### config.mk
export PLATFORM = sky130hd
export DESIGN_NAME = pnx_scramble_dbpsk
export DESIGN_NICKNAME = d
export VERILOG_FILES = /design/src/rtl/pnx_pkg.sv /design/src/rtl/pnx_byte_mixer.sv /design/src/rtl/pnx_serializer.sv /design/src/rtl/pnx_diff_enc.sv /design/src/rtl/pnx_scramble_dbpsk.sv
export SDC_FILE = /design/constraint.sdc
export NUM_CORES = 1
export LEC_CHECK = 0
export BUFFER_PORTS_ARGS = -buffer_cell sky130_fd_sc_hd__buf_2
export CORE_MARGIN = 2
export CORE_UTILIZATION = 38
export CTS_CLUSTER_DIAMETER = 30
export DETAILED_ROUTE_END_ITERATION = 8
export HOLD_SLACK_MARGIN = 0.15
export PLACE_DENSITY = 0.57
export SETUP_SLACK_MARGIN = 0.4
export SLEW_MARGIN = 25
export SYNTH_ARGS = -nofsm -noshare
export SYNTH_HDL_FRONTEND = slang
export SYNTH_SLANG_ARGS = --single-unit
### constraint.sdc
create_clock -name clk -period 2.1 [get_ports clk]
set_input_delay 0.21 -clock clk [delete_from_list [all_inputs] [get_ports clk]]
set_output_delay 0.21 -clock clk [all_outputs]
set_load 0.02 [all_outputs]
### src/rtl/pnx_pkg.sv
package pnx_pkg;
    localparam int BYTE_W    = 8;
    localparam int PAT_BYTES = 4;
    localparam int PAT_W     = BYTE_W * PAT_BYTES;
    localparam int LFSR_LEN  = 5;
    localparam int IDX_W     = $clog2(PAT_BYTES);
    localparam int CNT_W     = $clog2(BYTE_W + 1);

    // 31 LFSR bits (x^5+x^3+1, all-ones seed) followed by a trailing 0
    function automatic logic [PAT_W-1:0] pnx_pattern();
        logic [LFSR_LEN-1:0] r;
        logic [PAT_W-1:0]    p;
        r = '1;
        p = '0;
        for (int i = PAT_W - 1; i >= 1; i--) begin
            p[i] = r[LFSR_LEN-1];
            r = {r[LFSR_LEN-2:0], r[LFSR_LEN-1] ^ r[LFSR_LEN-3]};
        end
        return p;
    endfunction

    typedef struct packed {
        logic [IDX_W-1:0] idx;
    } mix_st_t;

    typedef struct packed {
        logic [BYTE_W-1:0] sr;
        logic [CNT_W-1:0]  cnt;
    } ser_st_t;

    typedef struct packed {
        logic enc;
        logic vld;
    } enc_st_t;

    typedef struct packed {
        logic              vld;
        logic [BYTE_W-1:0] data;
    } rxo_st_t;
endpackage

### src/rtl/pnx_byte_mixer.sv
module pnx_byte_mixer
    import pnx_pkg::*;
(
    input  logic              clk,
    input  logic              rst_n,
    input  logic              take,
    input  logic              pre,
    input  logic [BYTE_W-1:0] din,
    output logic [BYTE_W-1:0] dout
);
    localparam logic [PAT_W-1:0] PAT = pnx_pattern();

    logic [BYTE_W-1:0] pat_byte [PAT_BYTES];

    for (genvar g = 0; g < PAT_BYTES; g++) begin : g_pat
        assign pat_byte[g] = PAT[PAT_W-1-g*BYTE_W -: BYTE_W];
    end

    mix_st_t st_d, st_q;

    always_comb begin
        st_d = st_q;
        dout = pre ? din : (din ^ pat_byte[st_q.idx]);
        if (take) begin
            if (pre || (st_q.idx == IDX_W'(PAT_BYTES - 1)))
                st_d.idx = '0;
            else
                st_d.idx = st_q.idx + 1'b1;
        end
    end

    always_ff @(posedge clk) begin
        if (!rst_n) st_q <= '0;
        else        st_q <= st_d;
    end

    // preamble restarts the pattern at byte 0
    p_restart_r3: assert property (@(posedge clk) disable iff (!rst_n)
        (take && pre) |=> (st_q.idx == '0));

    // pattern repeats after its last byte
    p_wrap_r2: assert property (@(posedge clk) disable iff (!rst_n)
        (take && !pre && st_q.idx == IDX_W'(PAT_BYTES - 1)) |=> (st_q.idx == '0));
endmodule

### src/rtl/pnx_serializer.sv
module pnx_serializer
    import pnx_pkg::*;
(
    input  logic              clk,
    input  logic              rst_n,
    input  logic              load_valid,
    output logic              load_ready,
    input  logic [BYTE_W-1:0] load_data,
    output logic              bit_out,
    output logic              bit_valid
);
    ser_st_t st_d, st_q;

    always_comb begin
        st_d       = st_q;
        load_ready = (st_q.cnt <= CNT_W'(1));
        bit_out    = st_q.sr[BYTE_W-1];
        bit_valid  = (st_q.cnt != '0);
        if (load_valid && load_ready) begin
            st_d.sr  = load_data;
            st_d.cnt = CNT_W'(BYTE_W);
        end else if (st_q.cnt != '0) begin
            st_d.sr  = {st_q.sr[BYTE_W-2:0], 1'b0};
            st_d.cnt = st_q.cnt - 1'b1;
        end
    end

    always_ff @(posedge clk) begin
        if (!rst_n) st_q <= '0;
        else        st_q <= st_d;
    end

    p_load_full_r4: assert property (@(posedge clk) disable iff (!rst_n)
        (load_valid && load_ready) |=> (st_q.cnt == CNT_W'(BYTE_W)));

    p_no_gap_r5: assert property (@(posedge clk) disable iff (!rst_n)
        (st_q.cnt > CNT_W'(1)) |=> bit_valid);
endmodule

### src/rtl/pnx_diff_enc.sv
module pnx_diff_enc
    import pnx_pkg::*;
(
    input  logic clk,
    input  logic rst_n,
    input  logic bit_in,
    input  logic bit_in_valid,
    output logic enc_out,
    output logic enc_valid
);
    enc_st_t st_d, st_q;

    always_comb begin
        st_d     = st_q;
        st_d.vld = bit_in_valid;
        if (bit_in_valid) st_d.enc = bit_in ^ st_q.enc;
    end

    always_ff @(posedge clk) begin
        if (!rst_n) st_q <= '0;
        else        st_q <= st_d;
    end

    assign enc_out   = st_q.enc;
    assign enc_valid = st_q.vld;

    p_hold_r7: assert property (@(posedge clk) disable iff (!rst_n)
        !bit_in_valid |=> $stable(enc_out));
endmodule

### src/rtl/pnx_scramble_dbpsk.sv
module pnx_scramble_dbpsk
    import pnx_pkg::*;
(
    input  logic              clk,
    input  logic              rst_n,
    input  logic              in_valid,
    output logic              in_ready,
    input  logic              in_pre,
    input  logic [BYTE_W-1:0] in_byte,
    output logic              tx_bit,
    output logic              tx_bit_valid,
    input  logic              rx_valid,
    input  logic              rx_pre,
    input  logic [BYTE_W-1:0] rx_byte,
    output logic              rx_out_valid,
    output logic [BYTE_W-1:0] rx_out_byte
);
    logic [BYTE_W-1:0] tx_mixed;
    logic [BYTE_W-1:0] rx_mixed;
    logic              ser_bit;
    logic              ser_vld;
    logic              tx_take;

    assign tx_take = in_valid && in_ready;

    pnx_byte_mixer u_tx_mix (
        .clk  (clk),
        .rst_n(rst_n),
        .take (tx_take),
        .pre  (in_pre),
        .din  (in_byte),
        .dout (tx_mixed)
    );

    pnx_serializer u_ser (
        .clk       (clk),
        .rst_n     (rst_n),
        .load_valid(in_valid),
        .load_ready(in_ready),
        .load_data (tx_mixed),
        .bit_out   (ser_bit),
        .bit_valid (ser_vld)
    );

    pnx_diff_enc u_enc (
        .clk         (clk),
        .rst_n       (rst_n),
        .bit_in      (ser_bit),
        .bit_in_valid(ser_vld),
        .enc_out     (tx_bit),
        .enc_valid   (tx_bit_valid)
    );

    pnx_byte_mixer u_rx_mix (
        .clk  (clk),
        .rst_n(rst_n),
        .take (rx_valid),
        .pre  (rx_pre),
        .din  (rx_byte),
        .dout (rx_mixed)
    );

    rxo_st_t rxo_d, rxo_q;

    always_comb begin
        rxo_d     = rxo_q;
        rxo_d.vld = rx_valid;
        if (rx_valid) rxo_d.data = rx_mixed;
    end

    always_ff @(posedge clk) begin
        if (!rst_n) rxo_q <= '0;
        else        rxo_q <= rxo_d;
    end

    assign rx_out_valid = rxo_q.vld;
    assign rx_out_byte  = rxo_q.data;

    p_rx_latency_r9: assert property (@(posedge clk) disable iff (!rst_n)
        rx_valid |=> rx_out_valid);

    p_first_bit_r8: assert property (@(posedge clk) disable iff (!rst_n)
        tx_take |=> ##1 tx_bit_valid);
endmodule

Yosys cells after proc, flatten, opt, wreduce, memory -nomap -nowiden
Index checks and enable logic that the tools add are counted.
{"block": "word_totals", "ram_bits": 0, "mem_bits_ro": 0, "in_bits": 22, "wordCells": 41, "latch_bits": 0, "output_inout_bits": 12, "mem_count": 0, "reg_bits": 27}
{"block": "classes", "mux": 12, "shifts": 0, "n_eq_ne": 2, "n_div": 0, "addsub": 3, "multipliers": 0, "n_bitwise": 6, "n_reduce_logical": 6, "magnitude_cmp": 3}
{"op": "two-way mux 8 bit", "count": 6}
{"op": "binary-select mux 8 bit (select 2 bit)", "count": 2}
{"op": "two-way mux 12 bit", "count": 2}
{"op": "bitwise XOR 8 bit", "count": 2}
{"op": "greater-or-equal comparator 3 bit, second input constant", "count": 2}
{"op": "NOT 2 -> 3 bit", "count": 2}
{"op": "adder 2 x 1 -> 2 bit, second input constant", "count": 2}
{"op": "equality test 2 bit, second input constant", "count": 2}
{"op": "less-or-equal comparator 4 x 1 -> 1 bit, second input constant", "count": 1}
{"op": "two-way mux 2 bit", "count": 2}
{"op": "nonzero test 4 bit", "count": 1}
{"op": "subtractor 4 x 1 -> 4 bit, second input constant", "count": 1}
{"op": "logical OR 1 bit", "count": 2}
{"op": "nonzero test 2 bit", "count": 1}
{"op": "OR reduction 2 bit", "count": 1}
{"op": "logical AND 1 bit", "count": 1}
{"op": "NOT 1 bit", "count": 1}
{"op": "bitwise XOR 1 bit", "count": 1}

Longest topological paths before layout
{"block": "logic_depth", "word_depth": 7, "depth_mapped": 8, "mapped_depth_nobuf": 6}

By module
From an unflattened synthesis, not the netlist that was laid out.
{"block": "unflattened", "cells_unflattened": 162, "area_unflattened_um2": 1541.5}
{"mod": "pnx_serializer", "instances": 1, "seq_area_each_um2": 240.2, "cells_each": 71, "area_per_inst_um2": 620.6}
{"mod": "pnx_byte_mixer", "instances": 2, "seq_area_each_um2": 40.0, "cells_each": 28, "area_per_inst_um2": 257.7}
{"mod": "pnx_scramble_dbpsk", "instances": 1, "seq_area_each_um2": 180.2, "cells_each": 28, "area_per_inst_um2": 335.3}
{"mod": "pnx_diff_enc", "instances": 1, "seq_area_each_um2": 40.0, "cells_each": 7, "area_per_inst_um2": 70.1}

Worst setup path after synthesis
Ideal clock, no wire load.
{"block": "synth_timing", "path_kind": "register to register", "startpoint": "register u_ser.st_q[0] (netlist bit)", "endpoint": "register u_tx_mix.st_q[1] (netlist bit)", "path_stages_with_launch": 7, "t_arrival_ns": 1.699, "synth_period_minus_slack_ns": 1.769, "required_ns": 2.030, "setup_ns": 0.070, "n_path_buf": 0, "slack_ns": 0.331, "cell_sequence": "dfxtp_1 inv_1 ha_1 nor2_1 or4b_1 or4b_1 a21boi_1"}
{"block": "synth_via", "elab_chain_len": 2}
{"item": "start: declaration", "line": "pnx_serializer.sv:12", "text": "ser_st_t st_d, st_q;"}
{"item": "start signal: assignment", "line": "pnx_serializer.sv:30", "text": "else st_q <= st_d;"}
{"item": "less-or-equal comparator 4 x 1 -> 1 bit", "line": "pnx_serializer.sv:16", "text": "load_ready = (st_q.cnt <= CNT_W'(1));"}
{"item": "logical AND 1 bit", "line": "pnx_scramble_dbpsk.sv:24", "text": "assign tx_take = in_valid && in_ready;"}
{"item": "end signal: assignment", "line": "pnx_byte_mixer.sv:34", "text": "else st_q <= st_d;"}
{"item": "end: declaration", "line": "pnx_byte_mixer.sv:19", "text": "mix_st_t st_d, st_q;"}
Every way passes these cells.
A chain may end at the register's enable or synchronous reset.

Final worst setup path
Ends and elaborated chain as after synthesis.

==> flow_summary.ini <==
[floorplanning]
rows = 22
fp.coreArea_um2 = 3610
start_util_pct = 39.0
die_x_um = 64.8
die-area_um2 = 4200
die_h_um = 64.8
io_pins = 34

[layout]
mostFrequentLayoutCells = buf_2, nand2_1, dfxtp_1
final_cell_area_um2 = 1710
final_common_cell = buf_2
final_util_pct = 47.4
fin_nets = 223
antenna_cells = 0
area_growth_pct = 21.6
drive_above_1_share_pct = 25.4
n_fill_cell = 359

[timing]
slew_headroom_pct = 67.5
setup_viol = 0
worst_hold_slack_ps = 293
fmax_ghz = 0.561
final_max_slew_viol_count = 0
hold_viol_final = 0
period_share_pct = 84.9
setup_slack_ps = 316
fin_crit_ps = 1780
worst-slew-pin-transition_ps = 487
rsz0062_at_grt = true
clock_skew_ps = 1.64
fin_setup_tns_ps = 0

[critical_path]
cp_max_fo = 3
startpoint_type = register
arrival_ps = 1990
required_ps = 2300
critical_path_class = reg -> reg
cp-end-kind = register

[power_and_ir_drop]
p_int_mw = 1.11
sw_frac_of_total_pct = 37.4
p_comb_share_pct = 40.9
pwr-share-seq_pct = 42.5
vdd_drop_max_v = 0.000388
clockPowerShare_pct = 16.6
p_leak_nw = 0.760
power.density_nw_per_um2 = 1040
power_switching_uw = 661

[drt]
remaining_drc_errors = 0
detail_route.wl_per_cell_um = 12.3
ant_nets = 0
avgViaCountPerCell = 4.82
routed_wl_um = 2930
drt_pass1_iterations = 4
drt_iter0_markers = 55
vias = 1143

[placed_design]
place_area_um2 = 1620
place_hpwl_um = 2060
portBuffers = 33
pre_cts_slack_ps = 225
gp_congestion = 0.734

[synthesis]
yosysWarnings = 0
avgSynthCellArea_um2 = 8.89
syn_inst = 158
synth_cell_types = 28
syn_nets = 191
ys_seq_area_share_pct = 38.5
mappedNetlistArea_um2 = 1410
ys_ff_latch = 27

[cts]
clk_latency_ps = 270
numCtsBuffers = 3
cts_tree = done
path_clk_slew_ps = 90
cts_buffer_depth = 2
htree_levels = 1
cts.sinks = 27
clock-root-buffer = clkbuf_8

[global_routing]
grt_pass1_wl_um = 4800
grt.total_usage_pct = 14.5
antenna_found_initial = 0
grt-ovfl-total = 0
grt_max_degree = 26
grt_pass1_vias = 1081

[min_path]
hold_path.class = in -> reg

[flow_run]
drv_cap = 0

[status]
status = completed
area by class of cell:
type / instances / area, um2 / share of cell area (%)
Timing Repair Buffer: 35 / 180 / 10.5
Multi-Input combinational cell: 117 / 851 / 49.8
Tap cell: 48 / 60.1 / 3.51
Clock buffer: 4 / 45.0 / 2.64
Inverter: 6 / 27.5 / 1.61
Sequential cell: 27 / 546 / 31.9
cell families (layout without fill, tap and decap cells):
group / after synthesis / count (layout) / synth area share (%)
buffers and inverters: 14 / 45 / 3.83
adder cells (fa/ha/maj): 11 / 11 / 9.80
multiplexers: 3 / 3 / 2.14
XOR/XNOR: 18 / 18 / 11.2
AND/OR/NAND/NOR: 57 / 57 / 20.5
AO/OA/AOI/OAI: 28 / 28 / 14.1
flip-flops: 27 / 27 / 38.5
state kept, by name, summed over array words and instances (netlist names):
register and flops:
u_ser.st_q 11, rx_out_byte 8, u_rx_mix.st_q 2, u_tx_mix.st_q 2
rx_out_valid 1, u_enc.enc_out 1, u_enc.enc_valid 1, u_ser.bit_out 1
per-layer routing:
| layer | part of all wire, % | track usage, % |
|---|---|---|
| met5 | 0 | 0 |
| met4 | 0.58 | 4.79 |
| met3 | 4.9 | 2.43 |
| met2 | 47 | 24.4 |
| met1 | 47 | 18.7 |
path summary, 6_finish.rpt:
path                               from                             to  slack [ps]  cells past startpoint
min                          rx_byte[3]    rx_out_byte[3]$_SDFFE_PN0P_         290                      4
max          u_ser.st_q[0]$_SDFFE_PP0N_  u_tx_mix.st_q[1]$_SDFFE_PN0P_         320                      6
max reg2reg  u_ser.st_q[0]$_SDFFE_PP0N_  u_tx_mix.st_q[1]$_SDFFE_PN0P_         320                      6
min reg2reg  u_ser.st_q[8]$_SDFFE_PN0P_     u_ser.st_q[9]$_SDFFE_PN0P_         480                      2
power by group through the flow:
stage                     Combinational, mW  Sequential [mW]  Clock, mW
final                                 0.724            0.752      0.293
after global routing                  0.812            0.769      0.324
after CTS                             0.679            0.733      0.312
after detailed placement              0.665            0.743          0
after global placement                0.644            0.738          0
after floorplan                       0.466            0.764          0
critical path, stage by stage (launching register included):
cell	delay [ps]
dfxtp_4	380
inv_4	70
ha_4	130
nor2_2	50
or4b_4	500
or4b_1	480
a21boi_1	130
cells in the mapped netlist:
library cell	count	share of area [%]
nor2_1	6	1.6
xnor2_1	14	8.7
and2_1	5	2.2
a31oi_1	7	3.1
dfxtp_1	27	38
or3_1	2	0.89
a21oi_1	1	0.36
or3b_2	1	0.62
nand2b_1	2	0.89
clkbuf_1	7	1.9
or4_1	1	0.53
a21boi_1	1	0.53
nor2b_1	6	2.7
o32ai_1	1	0.62
inv_1	6	1.6
o21ai_0	8	2.8
or4b_1	2	1.4
ha_1	11	9.8
nand3_1	1	0.36
nor3b_2	1	0.89
nand2_1	26	6.9
xor2_1	4	2.5
nor3_1	4	1.4
a211oi_1	1	0.53
o211a_1	7	5.0
a21boi_0	2	1.1
buf_2	1	0.36
mux2i_1	3	2.1
through the flow:
step                cells  power [mW]
finish                237        1.77
global route          237        1.91
CTS                   236        1.72
detailed placement    232        1.41
global placement      232        1.38
floorplan             158        1.23
timing repair:
| action | in CTS | in global routing |
|---|---|---|
| gates resized for setup | 3 | 9 |
| setup buffers | 0 | 1 |
| pin swaps | 1 | 0 |
| cloned | 0 | 0 |
| hold buffers | 0 | 0 |
| endpoints found under the setup margin | 13 | 14 |
No activity file was read; power rests on OpenSTA's default activity.
